==> config.mk <==
export PLATFORM = sky130hd
export DESIGN_NAME = attn_pkt_sender
export DESIGN_NICKNAME = d
export VERILOG_FILES = /design/src/rtl/attn_pkg.sv /design/src/rtl/attn_sync.sv /design/src/rtl/attn_guard_timer.sv /design/src/rtl/attn_frame_counter.sv /design/src/rtl/attn_pkt_sender.sv
export SDC_FILE = /design/constraint.sdc
export NUM_CORES = 1
export LEC_CHECK = 0
export ABC_AREA = 1
export BUFFER_PORTS_ARGS = -buffer_cell sky130_fd_sc_hd__buf_2
export CORE_AREA = 3 3 75 77
export DETAILED_ROUTE_END_ITERATION = 12
export DIE_AREA = 0 0 78 80
export PLACE_DENSITY = 0.73
export SYNTH_ARGS = -nofsm -noshare
export SYNTH_HDL_FRONTEND = slang
export SYNTH_SLANG_ARGS = --single-unit
export TNS_END_PERCENT = 50
==> constraint.sdc <==
create_clock -name clk -period 1.8 [get_ports clk]
set_clock_uncertainty 0.2 [all_clocks]
set_input_delay 0.36 -clock clk [delete_from_list [all_inputs] [get_ports clk]]
set_output_delay 0.36 -clock clk [all_outputs]
set_load 0.05 [all_outputs]
==> src/rtl/attn_pkg.sv <==
package attn_pkg;

    // Result code reported together with the done pulse
    typedef enum logic [1:0] {
        ERR_NONE = 2'b00,
        ERR_BUSY = 2'b01,
        ERR_COLL = 2'b10
    } err_e;

    // Sequencer states
    typedef enum logic [2:0] {
        ST_IDLE,
        ST_SENSE,
        ST_GUARD,
        ST_RD,
        ST_GO,
        ST_WAIT,
        ST_FINISH
    } state_e;

    // Buffer offset holding the payload length
    localparam int unsigned LEN_OFFSET = 1;
    // Address byte, length byte and checksum byte added to the payload
    localparam int unsigned FRAME_OVERHEAD = 3;
    // Guard interval after claiming the bus, in bit times
    localparam int unsigned GUARD_BITS = 2;

    // Width needed for a frame byte count given the data width
    function automatic int unsigned frame_cnt_width(input int unsigned data_w);
        return data_w + 1;
    endfunction

endpackage

==> src/rtl/attn_sync.sv <==
module attn_sync #(
    parameter int unsigned STAGES = 2
) (
    input  logic clk,
    input  logic rst,
    input  logic d_i,
    output logic q_o
);
    // Resets to the idle (pulled-high) level of the line
    logic [STAGES-1:0] ff_q;

    generate
        if (STAGES == 1) begin : g_single
            always_ff @(posedge clk) begin
                if (rst) ff_q <= '1;
                else     ff_q <= d_i;
            end
        end else begin : g_chain
            always_ff @(posedge clk) begin
                if (rst) ff_q <= '1;
                else     ff_q <= {ff_q[STAGES-2:0], d_i};
            end
        end
    endgenerate

    assign q_o = ff_q[STAGES-1];
endmodule

==> src/rtl/attn_guard_timer.sv <==
module attn_guard_timer #(
    parameter int unsigned CYCLES = 32
) (
    input  logic clk,
    input  logic rst,
    input  logic run_i,
    output logic expired_o
);
    localparam int unsigned CNT_W = $clog2(CYCLES + 1);

    logic [CNT_W-1:0] cnt_q;

    always_ff @(posedge clk) begin
        if (rst || !run_i) cnt_q <= '0;
        else if (!expired_o) cnt_q <= cnt_q + CNT_W'(1);
    end

    assign expired_o = run_i && (cnt_q == CNT_W'(CYCLES - 1));

    // the guard only ends after it has been running for at least one cycle
    p_expire_after_run_r4: assert property (@(posedge clk) disable iff (rst)
        expired_o |-> $past(run_i));
endmodule

==> src/rtl/attn_frame_counter.sv <==
module attn_frame_counter #(
    parameter int unsigned DATA_W = 8,
    parameter int unsigned CNT_W  = DATA_W + 1
) (
    input  logic              clk,
    input  logic              rst,
    input  logic              clear_i,
    input  logic              load_i,
    input  logic [DATA_W-1:0] len_i,
    input  logic              advance_i,
    output logic [CNT_W-1:0]  idx_o,
    output logic              last_o
);
    import attn_pkg::*;

    logic [CNT_W-1:0] idx_q;
    logic [CNT_W-1:0] total_q;
    logic             loaded_q;

    always_ff @(posedge clk) begin
        if (rst) begin
            idx_q    <= '0;
            total_q  <= '0;
            loaded_q <= 1'b0;
        end else begin
            if (clear_i) begin
                idx_q    <= '0;
                loaded_q <= 1'b0;
            end else if (advance_i) begin
                idx_q <= idx_q + CNT_W'(1);
            end
            if (load_i) begin
                total_q  <= CNT_W'(len_i) + CNT_W'(FRAME_OVERHEAD);
                loaded_q <= 1'b1;
            end
        end
    end

    assign idx_o  = idx_q;
    assign last_o = loaded_q && (idx_q == total_q - CNT_W'(1));

    // the byte index never runs past the frame
    p_idx_in_range_r5: assert property (@(posedge clk) disable iff (rst)
        loaded_q |-> (idx_q < total_q));
endmodule

==> src/rtl/attn_pkt_sender.sv <==
module attn_pkt_sender #(
    parameter int unsigned DATA_W      = 8,
    parameter int unsigned ADDR_W      = 9,
    parameter int unsigned BIT_CYCLES  = 16,
    parameter int unsigned SYNC_STAGES = 2
) (
    input  logic              clk,
    input  logic              rst,
    input  logic              start_i,
    output logic              buf_rd_en_o,
    output logic [ADDR_W-1:0] buf_addr_o,
    input  logic [DATA_W-1:0] buf_data_i,
    output logic              tx_start_o,
    output logic [DATA_W-1:0] tx_byte_o,
    input  logic              tx_fin_i,
    input  logic              tx_coll_i,
    output logic              attn_drive_low_o,
    input  logic              attn_line_i,
    output logic              done_o,
    output logic [1:0]        err_o
);
    import attn_pkg::*;

    localparam int unsigned CNT_W     = frame_cnt_width(DATA_W);
    localparam int unsigned GUARD_CYC = GUARD_BITS * BIT_CYCLES;
    localparam int unsigned SETTLE    = SYNC_STAGES + 1;
    localparam int unsigned SET_W     = $clog2(SETTLE + 1);

    state_e           state_q, state_d;
    err_e             err_q;
    logic             drive_q;
    logic             len_pend_q;
    logic [SET_W-1:0] settle_q;

    logic             sync_hi;
    logic             settle_done;
    logic             sense_ok;
    logic             guard_exp;
    logic [CNT_W-1:0] idx;
    logic             last;
    logic             advance;

    attn_sync #(.STAGES(SYNC_STAGES)) u_sync (
        .clk (clk),
        .rst (rst),
        .d_i (attn_line_i),
        .q_o (sync_hi)
    );

    attn_guard_timer #(.CYCLES(GUARD_CYC)) u_guard (
        .clk       (clk),
        .rst       (rst),
        .run_i     (state_q == ST_GUARD),
        .expired_o (guard_exp)
    );

    attn_frame_counter #(.DATA_W(DATA_W), .CNT_W(CNT_W)) u_cnt (
        .clk       (clk),
        .rst       (rst),
        .clear_i   (sense_ok),
        .load_i    (len_pend_q),
        .len_i     (buf_data_i),
        .advance_i (advance),
        .idx_o     (idx),
        .last_o    (last)
    );

    assign settle_done = (state_q == ST_SENSE) && (settle_q == SET_W'(SETTLE - 1));
    assign sense_ok    = settle_done && sync_hi;
    assign advance     = (state_q == ST_WAIT) && tx_fin_i && !tx_coll_i && !last;

    always_comb begin
        state_d = state_q;
        unique case (state_q)
            ST_IDLE:   if (start_i) state_d = ST_SENSE;
            ST_SENSE:  if (settle_done) state_d = sync_hi ? ST_GUARD : ST_FINISH;
            ST_GUARD:  if (guard_exp) state_d = ST_RD;
            ST_RD:     state_d = ST_GO;
            ST_GO:     state_d = ST_WAIT;
            ST_WAIT:   if (tx_fin_i) state_d = (tx_coll_i || last) ? ST_FINISH : ST_RD;
            ST_FINISH: state_d = ST_IDLE;
            default:   state_d = ST_IDLE;
        endcase
    end

    always_ff @(posedge clk) begin
        if (rst) begin
            state_q    <= ST_IDLE;
            err_q      <= ERR_NONE;
            drive_q    <= 1'b0;
            len_pend_q <= 1'b0;
            settle_q   <= '0;
        end else begin
            state_q    <= state_d;
            len_pend_q <= sense_ok;
            case (state_q)
                ST_IDLE: settle_q <= '0;
                ST_SENSE: begin
                    if (!settle_done) settle_q <= settle_q + SET_W'(1);
                    if (settle_done) begin
                        if (sync_hi) begin
                            drive_q <= 1'b1;
                            err_q   <= ERR_NONE;
                        end else begin
                            err_q   <= ERR_BUSY;
                        end
                    end
                end
                ST_WAIT: begin
                    if (tx_fin_i) begin
                        if (tx_coll_i) begin
                            err_q   <= ERR_COLL;
                            drive_q <= 1'b0;
                        end else if (last) begin
                            drive_q <= 1'b0;
                        end
                    end
                end
                default: ;
            endcase
        end
    end

    assign buf_rd_en_o      = sense_ok || (state_q == ST_RD);
    assign buf_addr_o       = sense_ok ? ADDR_W'(LEN_OFFSET) : ADDR_W'(idx);
    assign tx_start_o       = (state_q == ST_GO);
    assign tx_byte_o        = tx_start_o ? buf_data_i : '0;
    assign attn_drive_low_o = drive_q;
    assign done_o           = (state_q == ST_FINISH);
    assign err_o            = done_o ? err_q : ERR_NONE;

    // the bus is claimed only after the line was seen high
    p_claim_needs_idle_r3: assert property (@(posedge clk) disable iff (rst)
        $rose(attn_drive_low_o) |-> $past(sync_hi));
    // every byte goes out while the bus is held
    p_byte_under_claim_r3: assert property (@(posedge clk) disable iff (rst)
        tx_start_o |-> attn_drive_low_o);
    // a busy result never follows a claim
    p_busy_no_claim_r2: assert property (@(posedge clk) disable iff (rst)
        (done_o && err_o == 2'b01) |-> !$past(attn_drive_low_o));
    // only defined codes are reported
    p_err_legal_r2: assert property (@(posedge clk) disable iff (rst)
        done_o |-> (err_o != 2'b11));
    // the line is released when done pulses
    p_release_at_done_r8: assert property (@(posedge clk) disable iff (rst)
        done_o |-> !attn_drive_low_o);
    // the done pulse lasts one cycle
    p_done_single_r8: assert property (@(posedge clk) disable iff (rst)
        done_o |=> !done_o);
    // a byte request is never repeated back to back
    p_one_start_r6: assert property (@(posedge clk) disable iff (rst)
        tx_start_o |=> !tx_start_o);
endmodule

**Yosys cells after proc, flatten, opt, wreduce, memory -nomap -nowiden**

Cells that the tools add are included.

- Bits in registers: 36
- Latch bits: 0
- RAM bits: 0
- Memory bits (read-only): 0
- Input port bits: 14
- Output and inout bits: 23
- Logic and storage cells: 79
- Memories: 0

- Add/sub/neg operators: 5
- $mul: 0
- Divide/modulo/power cells: 0
- Order comparisons: 0
- Equal/unequal tests: 17
- Shifts and indexed selects: 0
- Mux-type cells: 25
- Bitwise gates (word level): 0
- Reduce and logical (&&, ||, !) cells: 22

Operators by type and width:

| operator | number |
|---|---|
| $mux W3 | 6 |
| $pmux W3 S6 | 1 |
| $ne A2 B2 Y1 const B | 6 |
| $mux W2 | 5 |
| $add A8 B2 Y9 const B | 1 |
| $add A9 B1 Y9 const B | 1 |
| $eq A3 B3 Y1 const B | 3 |
| $eq A9 B9 Y1 | 1 |
| $mux W9 | 1 |
| $sub A9 B1 Y9 const B | 1 |
| $mux W1 | 8 |
| $mux W8 | 1 |
| $pmux W2 S2 | 2 |
| $reduce_and A4 Y1 | 2 |
| $logic_and A1 B1 Y1 | 7 |
| $add A6 B1 Y6 const B | 1 |
| $eq A3 B2 Y1 const B | 2 |
| $eq A6 B5 Y1 const B | 1 |
| $reduce_bool A2 Y1 | 3 |
| $reduce_and A5 Y1 | 1 |
| $eq A3 B1 Y1 const B | 1 |
| $logic_not A1 Y1 | 3 |
| $logic_not A3 Y1 | 1 |
| $logic_or A1 B1 Y1 | 3 |
| other kinds (7) | 7 |

**Longest topological paths before layout**

Gate-level depths: netlist of run 1.

- Depth after elaboration: 7
- Depth in mapped cells: 14
- Mapped depth without buffers: 14

**By module**

A second synthesis of run 1 with hierarchy kept.

- Cells, all modules: 369
- Area total of the unflattened synthesis: 2297.2 um^2

By module, submodules not included:

| module | instances | cells each | area each (um^2) | seq. area each (um^2) |
|---|---|---|---|---|
| attn_frame_counter | 1 | 186 | 1182.4 | 380.4 |
| attn_pkt_sender | 1 | 129 | 725.7 | 180.2 |
| attn_guard_timer | 1 | 47 | 330.3 | 120.1 |
| attn_sync | 1 | 7 | 58.8 | 40.0 |

**Worst setup path before layout of run 1**

OpenSTA, ideal clock, no wires.

- Path kind: reg2out
- Start: register state_q[2]
- End: output tx_byte_o[0]
- Arrival: 2.611 ns
- Data required time: 1.240 ns
- Path slack: -1.371 ns
- Cell stages (with the launch flop): 5
- Path buffers: 0
- Path through: dfxtp_1 -> inv_2 -> nor3_1 -> inv_2 -> nor2_1

- Word-level cells in the longest chain between the ends: 2

RTL lines:

| what | RTL line | source |
|---|---|---|
| start: declaration | attn_pkt_sender.sv:29 | `state_e state_q, state_d;` |
| start signal: assignment | attn_pkt_sender.sv:94 | `state_q <= state_d;` |
| $eq A3 B3 Y1 | attn_pkt_sender.sv:126 | `assign tx_start_o = (state_q == ST_GO);` |
| via tx_start_o | attn_pkt_sender.sv:13 | `output logic tx_start_o,` |
| $mux W8 | attn_pkt_sender.sv:127 | `assign tx_byte_o = tx_start_o ? buf_data_i : '0;` |
| end: declaration | attn_pkt_sender.sv:14 | `output logic [DATA_W-1:0] tx_byte_o,` |

The timed path passes the listed nets, and every way through them passes these cells.

**Worst setup path after layout of run 1**

- Start: register state_q[0]
- End: output buf_addr_o[1]

- Word-level cells in the longest chain between the ends: 4

RTL lines:

| what | RTL line | source |
|---|---|---|
| $eq A3 B1 Y1 | attn_pkt_sender.sv:68 | `assign settle_done = (state_q == ST_SENSE) && (settle_q == SET_W'(SETTLE - 1));` |
| $logic_and A1 B1 Y1 | attn_pkt_sender.sv:68 |  |
| $logic_and A1 B1 Y1 | attn_pkt_sender.sv:69 | `assign sense_ok = settle_done && sync_hi;` |
| $mux W9 | attn_pkt_sender.sv:125 | `assign buf_addr_o = sense_ok ? ADDR_W'(LEN_OFFSET) : ADDR_W'(idx);` |
| end: declaration | attn_pkt_sender.sv:11 | `output logic [ADDR_W-1:0] buf_addr_o,` |

No other way between the ends.

==> flow_metrics.py, run 1 <==
metrics = {
    "status": {
        "outcome": "finished with violations",
        "violated_checks": "setup timing",
    },
    "clocking": {
        "cts.hold.buffers_added": 0,
        "clkLatencyLatePin_ns": 0.30,
        "clockBufferDepth": 2,
        "tritoncts.num_buffers": 5,
        "clock_tree_from_tritoncts": "built",
        "cts_root_buffer": "sky130_fd_sc_hd__clkbuf_8",
        "clk_pin_slew_worst_paths_ns": 0.07,
        "numClockSinks": 36,
        "htree_num_levels": 2,
    },
    "timing": {
        "period_minus_slack_ns": 2.03,
        "period_share_pct": 113,
        "hold_viol": 0,
        "setup_violations": 33,
        "report.final.slew_viol_count": 0,
        "worst_tran_pin_value_ns": 0.325,
        "max_clock_freq_mhz": 494,
        "holdWs_ns": 0.0479,
        "rsz0062_at_grt": "yes",
        "timing.final.ws_setup_ns": -0.226,
        "final.setup.tns_ns": -5.00,
        "relSlewSlack_pct": 78.1,
    },
    "floorplanning": {
        "num_io_pins": 37,
        "std_cell_core_area_um2": 5070,
        "chipHeight_um": 80,
        "die_width_um": 78,
        "die_outline_area_um2": 6240,
        "initial_core_util_pct": 43.6,
        "rows": 26,
    },
    "place": {
        "dpl_cell_area_um2": 2890,
        "dp.final_hpwl_mm": 4.25,
        "gpl.final_weighted_congestion": 0.868,
        "placement.io_buffers": 36,
    },
    "route": {
        "drt_drc_violations_left": 0,
        "met1_wl_mm": 2.68,
        "dr.pass1.iters": 4,
        "routed-via-count": 2394,
        "dr_wl_met3_um": 225,
        "top_layer_used": "met4",
        "route.detailed.wl_per_inst_um": 12.1,
        "drtIter0Drc": 61,
        "met2_length_mm": 2.95,
        "finalWirelength_mm": 5.96,
        "number_of_antenna_violating_nets_in_the_routed_design": 0,
        "vias_per_cell": 4.85,
    },
    "synth": {
        "yosysUniqueCellTypes": 37,
        "mappedNetlistNets": 360,
        "ys_seq_elements": 36,
        "synthesis.instances": 341,
        "syn_avg_cell_area_um2": 6.49,
        "yosys_warnings": 0,
        "synth.cell_area_um2": 2210,
        "synth-seq-area-share_pct": 32.6,
    },
    "setup_path": {
        "max_stage_delay_ns": 0.35,
        "worst-endpoint-arrival_ns": 1.47,
        "timing.critical_path.fanout_max": 10,
        "worstSetupPathType": "reg2out",
        "worst_path_required_ns": 1.24,
        "worstPathCellList": "inv_2 -> nor2_4 -> inv_4 -> nor2_4 -> nand3_4 -> buf_12 -> nand2_1 -> inv_2 -> buf_6",
        "worst_path_max_delay_cell": "sky130_fd_sc_hd__dfxtp_2",
        "startpoint_type": "register",
        "worst_setup_end_kind": "primary output",
    },
    "layout": {
        "drive_above_1_share_pct": 42.0,
        "nets": 442,
        "final_design_area_no_fill_um2": 3420,
        "area_growth_pct": 54.4,
        "layout_commonest_cell": "sky130_fd_sc_hd__nand2_1",
        "count_of_antenna_diodes_in_the_layout": 0,
        "layout.cells.most_common_list": "61 x sky130_fd_sc_hd__nand2_1, 47 x sky130_fd_sc_hd__inv_1, 38 x sky130_fd_sc_hd__buf_4, 31 x sky130_fd_sc_hd__dfxtp_1",
    },
    "pwr": {
        "power_per_unit_of_standard_cell_area_nw_per_um2": 687,
        "vdd_ir_drop_max_v": 0.000542,
        "leakage_nw": 1.55,
        "post_layout_total_power_mw": 2.35,
    },
    "global_routing": {
        "grt_start_max_net_pins": 17,
        "grt_use_total_pct": 19.5,
        "first_global_vias": 2255,
        "grt_antenna_before_repair": 0,
        "grt_first_pass_wirelength_mm": 9.76,
        "grt_overflow": 0,
    },
    "worst_hold_path": {
        "timing.hold.worst.class": "in2reg",
    },
    "run": {
        "max-cap-violations": 0,
    },
}
[routing by layer]
layer  GRT usage (%)  vias to the layer above
li1                -                     1245
met1            24.3                     1096
met2            32.5                       44
met3            3.50                        9
met4            8.92                        0
met5               0                        -
[repair_timing]
action | CTS | global route
pin swaps | 3 | 14
gates resized for setup | 58 | 56
cloned | 1 | 0
buffers inserted | 3 | 3
hold endpoints to repair | 0 | 0
endpoints found under the setup margin | 34 | 37
[cells in the mapped netlist]
cell type                   number  share of area (%)
sky130_fd_sc_hd__nor3_1         10                2.3
sky130_fd_sc_hd__buf_6           1               0.51
sky130_fd_sc_hd__dfxtp_1        36                 33
sky130_fd_sc_hd__o21ai_2         1               0.40
sky130_fd_sc_hd__nand3_2         1               0.45
sky130_fd_sc_hd__xor2_1          9                3.6
sky130_fd_sc_hd__or2_1           1               0.28
sky130_fd_sc_hd__a21oi_2         1               0.40
sky130_fd_sc_hd__o21ai_1         8                1.8
sky130_fd_sc_hd__or2_2           2               0.57
sky130_fd_sc_hd__o21bai_1        1               0.34
sky130_fd_sc_hd__nor2_1         38                6.4
sky130_fd_sc_hd__nand3_1        23                5.2
sky130_fd_sc_hd__nor2_8          1               0.90
sky130_fd_sc_hd__nor2_4          2                1.0
sky130_fd_sc_hd__a2111oi_0       1               0.40
sky130_fd_sc_hd__xnor2_1         3                1.2
sky130_fd_sc_hd__clkbuf_1        4               0.68
sky130_fd_sc_hd__a211oi_1        2               0.68
sky130_fd_sc_hd__inv_4           1               0.28
sky130_fd_sc_hd__inv_1          54                9.2
sky130_fd_sc_hd__clkinv_1        1               0.17
sky130_fd_sc_hd__nor3_2          2               0.90
sky130_fd_sc_hd__o211ai_2        1               0.57
sky130_fd_sc_hd__nor4_1          1               0.28
sky130_fd_sc_hd__nand2_1        72                 12
sky130_fd_sc_hd__nor2_2          4                1.1
sky130_fd_sc_hd__nand2_2         3               0.85
sky130_fd_sc_hd__a221oi_1        1               0.40
sky130_fd_sc_hd__o21ai_0        12                2.7
sky130_fd_sc_hd__ha_1            5                2.8
sky130_fd_sc_hd__a211oi_2        1               0.57
sky130_fd_sc_hd__o41ai_1         1               0.40
sky130_fd_sc_hd__or3_1           1               0.28
sky130_fd_sc_hd__a21oi_1        26                5.9
sky130_fd_sc_hd__inv_2           9                1.5
sky130_fd_sc_hd__buf_2           1               0.23
[final cells by class]
class / instances / area [um2]
tap: 70 / 87.6
multi-input combinational: 234 / 1540
timing repair buffer: 80 / 694
timing repair inverter: 1 / 11.3
sequential: 36 / 732
fill: 446 / 1660
clock inverter: 1 / 7.51
inverter: 65 / 264
clock buffer: 7 / 86.3
[state kept, by name, summed over array words and instances (netlist names)]
| name | count |
|---|---|
| attn_drive_low_o | 1 |
| err_q | 2 |
| len_pend_q | 1 |
| settle_q | 2 |
| state_q | 3 |
| u_cnt.idx_o | 9 |
| u_cnt.loaded_q | 1 |
| u_cnt.total_q | 9 |
| u_guard.cnt_q | 6 |
| u_sync.ff_q | 2 |
[metrics by stage]
step	std cells	setup WS, ns	utilization [%]
after detailed placement	479	-0.155	57.0
final	494	-0.226	67.4
after global routing	494	-0.305	67.4
after global placement	479	-0.0755	57.0
after CTS	491	-0.219	63.0
after floorplan	341	-0.265	-
[kinds of logic after synthesis]
logic type	count (synthesis)	share of synthesized area (%)
AND/OR/NAND/NOR	161	32.8
flip-flops	36	32.6
adder cells (fa/ha/maj)	5	2.83
XOR/XNOR	12	4.75
buffers and inverters	71	12.5
AO/OA/AOI/OAI	56	14.5
[final timing paths]
check / start / to / slack (ns) / cells past startpoint
worst max register to register: u_cnt.total_q[1]$_SDFFE_PP0P_ / u_cnt.idx_o[4]$_SDFFE_PP0P_ / -0.15 / 13
worst min-delay path: attn_line_i / u_sync.ff_q[0]$_SDFF_PP1_ / 0.05 / 2
worst max-delay path: state_q[0]$_SDFFE_PP0P_ / buf_addr_o[1] / -0.23 / 9
worst min register to register: u_sync.ff_q[0]$_SDFF_PP1_ / u_sync.ff_q[1]$_SDFF_PP1_ / 0.21 / 1
[report_power, final]
part	internal [mW]	switching (mW)
registers	0.858	0.0341
clock network	0.311	0.300
logic	0.352	0.494
[worst max-delay path, delay by kind of cell, from the launching register on]
| family | cells | cell delay, ns |
|---|---|---|
| buffers and inverters | 5 | 0.44 |
| AND/OR/NAND/NOR | 4 | 0.39 |
| flip-flops | 1 | 0.35 |
Power figures use the tool's default switching activity.
==> run 2, diff against run 1 <==
--- a/config.mk
+++ b/config.mk
@@ -7,10 +7,11 @@
 export LEC_CHECK = 0
 export ABC_AREA = 1
 export BUFFER_PORTS_ARGS = -buffer_cell sky130_fd_sc_hd__buf_2
-export CORE_AREA = 3 3 75 77
+export CORE_AREA = 2 2 74 76
 export DETAILED_ROUTE_END_ITERATION = 12
-export DIE_AREA = 0 0 78 80
+export DIE_AREA = 0 0 76 78
 export PLACE_DENSITY = 0.73
+export SETUP_SLACK_MARGIN = 0.4
 export SYNTH_ARGS = -nofsm -noshare
 export SYNTH_HDL_FRONTEND = slang
 export SYNTH_SLANG_ARGS = --single-unit
==> run 2 against run 1 <==
Clock power about the same. Flip-flop and latch count unchanged. Critical path type unchanged. Non-clock buffer count decreased by 3. Via count decreased by 2.3%. Highest routed layer unchanged. Register-to-register slack got worse by 0.03 ns. The flow still finishes with violations (setup timing). Power increased by 2.3%.
==> flow_metrics.py, run 2 (synthesis gave the netlist of run 1 again) <==
metrics = {
    "route": {
        "routed-via-count": 2338,
        "vias_per_cell": 4.76,
        "drt_drc_violations_left": 0,
        "route.detailed.wl_per_inst_um": 11.9,
        "drtIter0Drc": 61,
        "dr.pass1.iters": 4,
        "finalWirelength_mm": 5.83,
        "number_of_antenna_violating_nets_in_the_routed_design": 0,
    },
    "global_routing": {
        "grt_antenna_before_repair": 0,
        "grt_start_max_net_pins": 17,
        "grt_use_total_pct": 19.9,
        "first_global_vias": 2264,
        "grt_overflow": 0,
        "grt_first_pass_wirelength_mm": 9.56,
    },
    "timing": {
        "period_minus_slack_ns": 2.05,
        "max_clock_freq_mhz": 487,
        "period_share_pct": 114,
        "report.final.slew_viol_count": 0,
        "worst_tran_pin_value_ns": 0.498,
        "timing.final.ws_setup_ns": -0.254,
        "setup_violations": 34,
        "rsz0062_at_grt": "yes",
        "relSlewSlack_pct": 66.5,
        "hold_viol": 0,
        "holdWs_ns": 0.0562,
    },
    "setup_path": {
        "worst-endpoint-arrival_ns": 1.49,
        "timing.critical_path.fanout_max": 5,
        "startpoint_type": "register",
        "flop_to_flop_setup_slack_ns": -0.18,
        "max_stage_delay_ns": 0.37,
        "worstSetupPathType": "reg2out",
        "worst_path_max_delay_cell": "sky130_fd_sc_hd__dfxtp_4",
        "worst_setup_end_kind": "primary output",
        "worst_path_required_ns": 1.24,
        "worstPathCellList": "inv_4 -> nor2_4 -> inv_4 -> nor2_4 -> nand3_4 -> clkbuf_16 -> nand2_1 -> inv_2 -> buf_8",
        "worst-r2r-cell-count": 14,
    },
    "clocking": {
        "clockBufferDepth": 2,
        "clk_pin_slew_worst_paths_ns": 0.07,
        "htree_num_levels": 2,
        "tritoncts.num_buffers": 5,
        "numClockSinks": 36,
        "clock_tree_from_tritoncts": "built",
        "clkLatencyLatePin_ns": 0.30,
        "cts_root_buffer": "sky130_fd_sc_hd__clkbuf_8",
        "cts.hold.buffers_added": 0,
    },
    "layout": {
        "area_growth_pct": 57.4,
        "fillerInstances": 387,
        "drive_above_1_share_pct": 45.4,
        "layout_commonest_cell": "sky130_fd_sc_hd__nand2_1",
        "layout.cells.most_common_list": "60 x sky130_fd_sc_hd__nand2_1, 41 x sky130_fd_sc_hd__inv_1, 33 x sky130_fd_sc_hd__buf_4, 28 x sky130_fd_sc_hd__dfxtp_1, 23 x sky130_fd_sc_hd__buf_6",
        "count_of_antenna_diodes_in_the_layout": 0,
        "nets": 439,
        "finalCoreUtilization_pct": 69.1,
    },
    "floorplanning": {
        "chipHeight_um": 78,
        "initial_core_util_pct": 43.9,
        "std_cell_core_area_um2": 5040,
        "die_outline_area_um2": 5930,
        "num_io_pins": 37,
        "die_width_um": 76,
        "rows": 26,
    },
    "place": {
        "gpl.final_weighted_congestion": 0.848,
        "dp.final_hpwl_mm": 4.11,
        "placement.io_buffers": 36,
    },
    "worst_hold_path": {
        "timing.hold.worst.class": "in2reg",
        "hold_depth": 2,
    },
    "pwr": {
        "leakage_nw": 1.55,
        "vdd_ir_drop_max_v": 0.000532,
        "power_per_unit_of_standard_cell_area_nw_per_um2": 690,
    },
    "status": {
        "outcome": "finished with violations",
        "violated_checks": "setup timing",
    },
    "run": {
        "max-cap-violations": 0,
    },
}
run 2: critical path: cells and delay by family, from the launching register on:
kind | cells | cell delay [ns]
buffers and inverters | 5 | 0.45
flip-flops | 1 | 0.37
AND/OR/NAND/NOR | 4 | 0.38
run 2: metal layers:
| layer | global-route usage [%] | vias up | part of all wire [%] |
|---|---|---|---|
| met5 | 0 | - | 0 |
| met4 | 8.36 | 0 | 1.8 |
| met3 | 3.72 | 10 | 4.3 |
| met2 | 34.6 | 52 | 50 |
| met1 | 24.1 | 1039 | 44 |
| li1 | - | 1237 | - |
run 2: power by group:
group	leakage, nW	internal (mW)	switching (mW)
Sequential	0.296	0.862	0.0419
Combinational	1.21	0.356	0.535
Clock	0.0510	0.306	0.303
Total	1.55	1.52	0.880
run 2: final timing paths:
path                                  from                           to
min reg2reg      u_sync.ff_q[0]$_SDFF_PP1_    u_sync.ff_q[1]$_SDFF_PP1_
min                            attn_line_i    u_sync.ff_q[0]$_SDFF_PP1_
max reg2reg  u_cnt.total_q[1]$_SDFFE_PP0P_  u_cnt.idx_o[3]$_SDFFE_PP0P_
max                state_q[0]$_SDFFE_PP0P_                buf_addr_o[2]
run 2: repair_timing:
item,4_1_cts,5_1_grt
setup endpoints to repair,50,55
pin swaps,20,14
setup buffers,3,2
hold endpoints to repair,0,0
resized for setup,80,54
gates cloned,1,1
run 2: through the flow:
stage | std cells | total power [mW] | setup slack [ns] | cell area [um2] | setup TNS, ns
2_1_floorplan | 341 | 1.41 | -0.265 | 2380 | -3.24
6_report | 491 | 2.40 | -0.254 | 3480 | -5.71
4_1_cts | 488 | 2.29 | -0.249 | 3260 | -5.24
3_3_place_gp | 476 | 1.62 | -0.0456 | 2880 | -0.298
5_1_grt | 491 | 2.52 | -0.340 | 3480 | -8.78
3_5_place_dp | 476 | 1.64 | -0.142 | 2880 | -0.996
run 2: cell type report:
| cell class | count | area, um2 | area share (%) |
|---|---|---|---|
| multi-input cells | 234 | 1580 | 45.4 |
| repair inverters | 1 | 6.26 | 0.180 |
| inverters | 65 | 270 | 7.76 |
| clock inverters | 2 | 10.0 | 0.287 |
| clock buffers | 6 | 82.6 | 2.37 |
| repair buffers | 77 | 707 | 20.3 |
| flip-flops and latches | 36 | 738 | 21.2 |
| well taps | 70 | 87.6 | 2.51 |
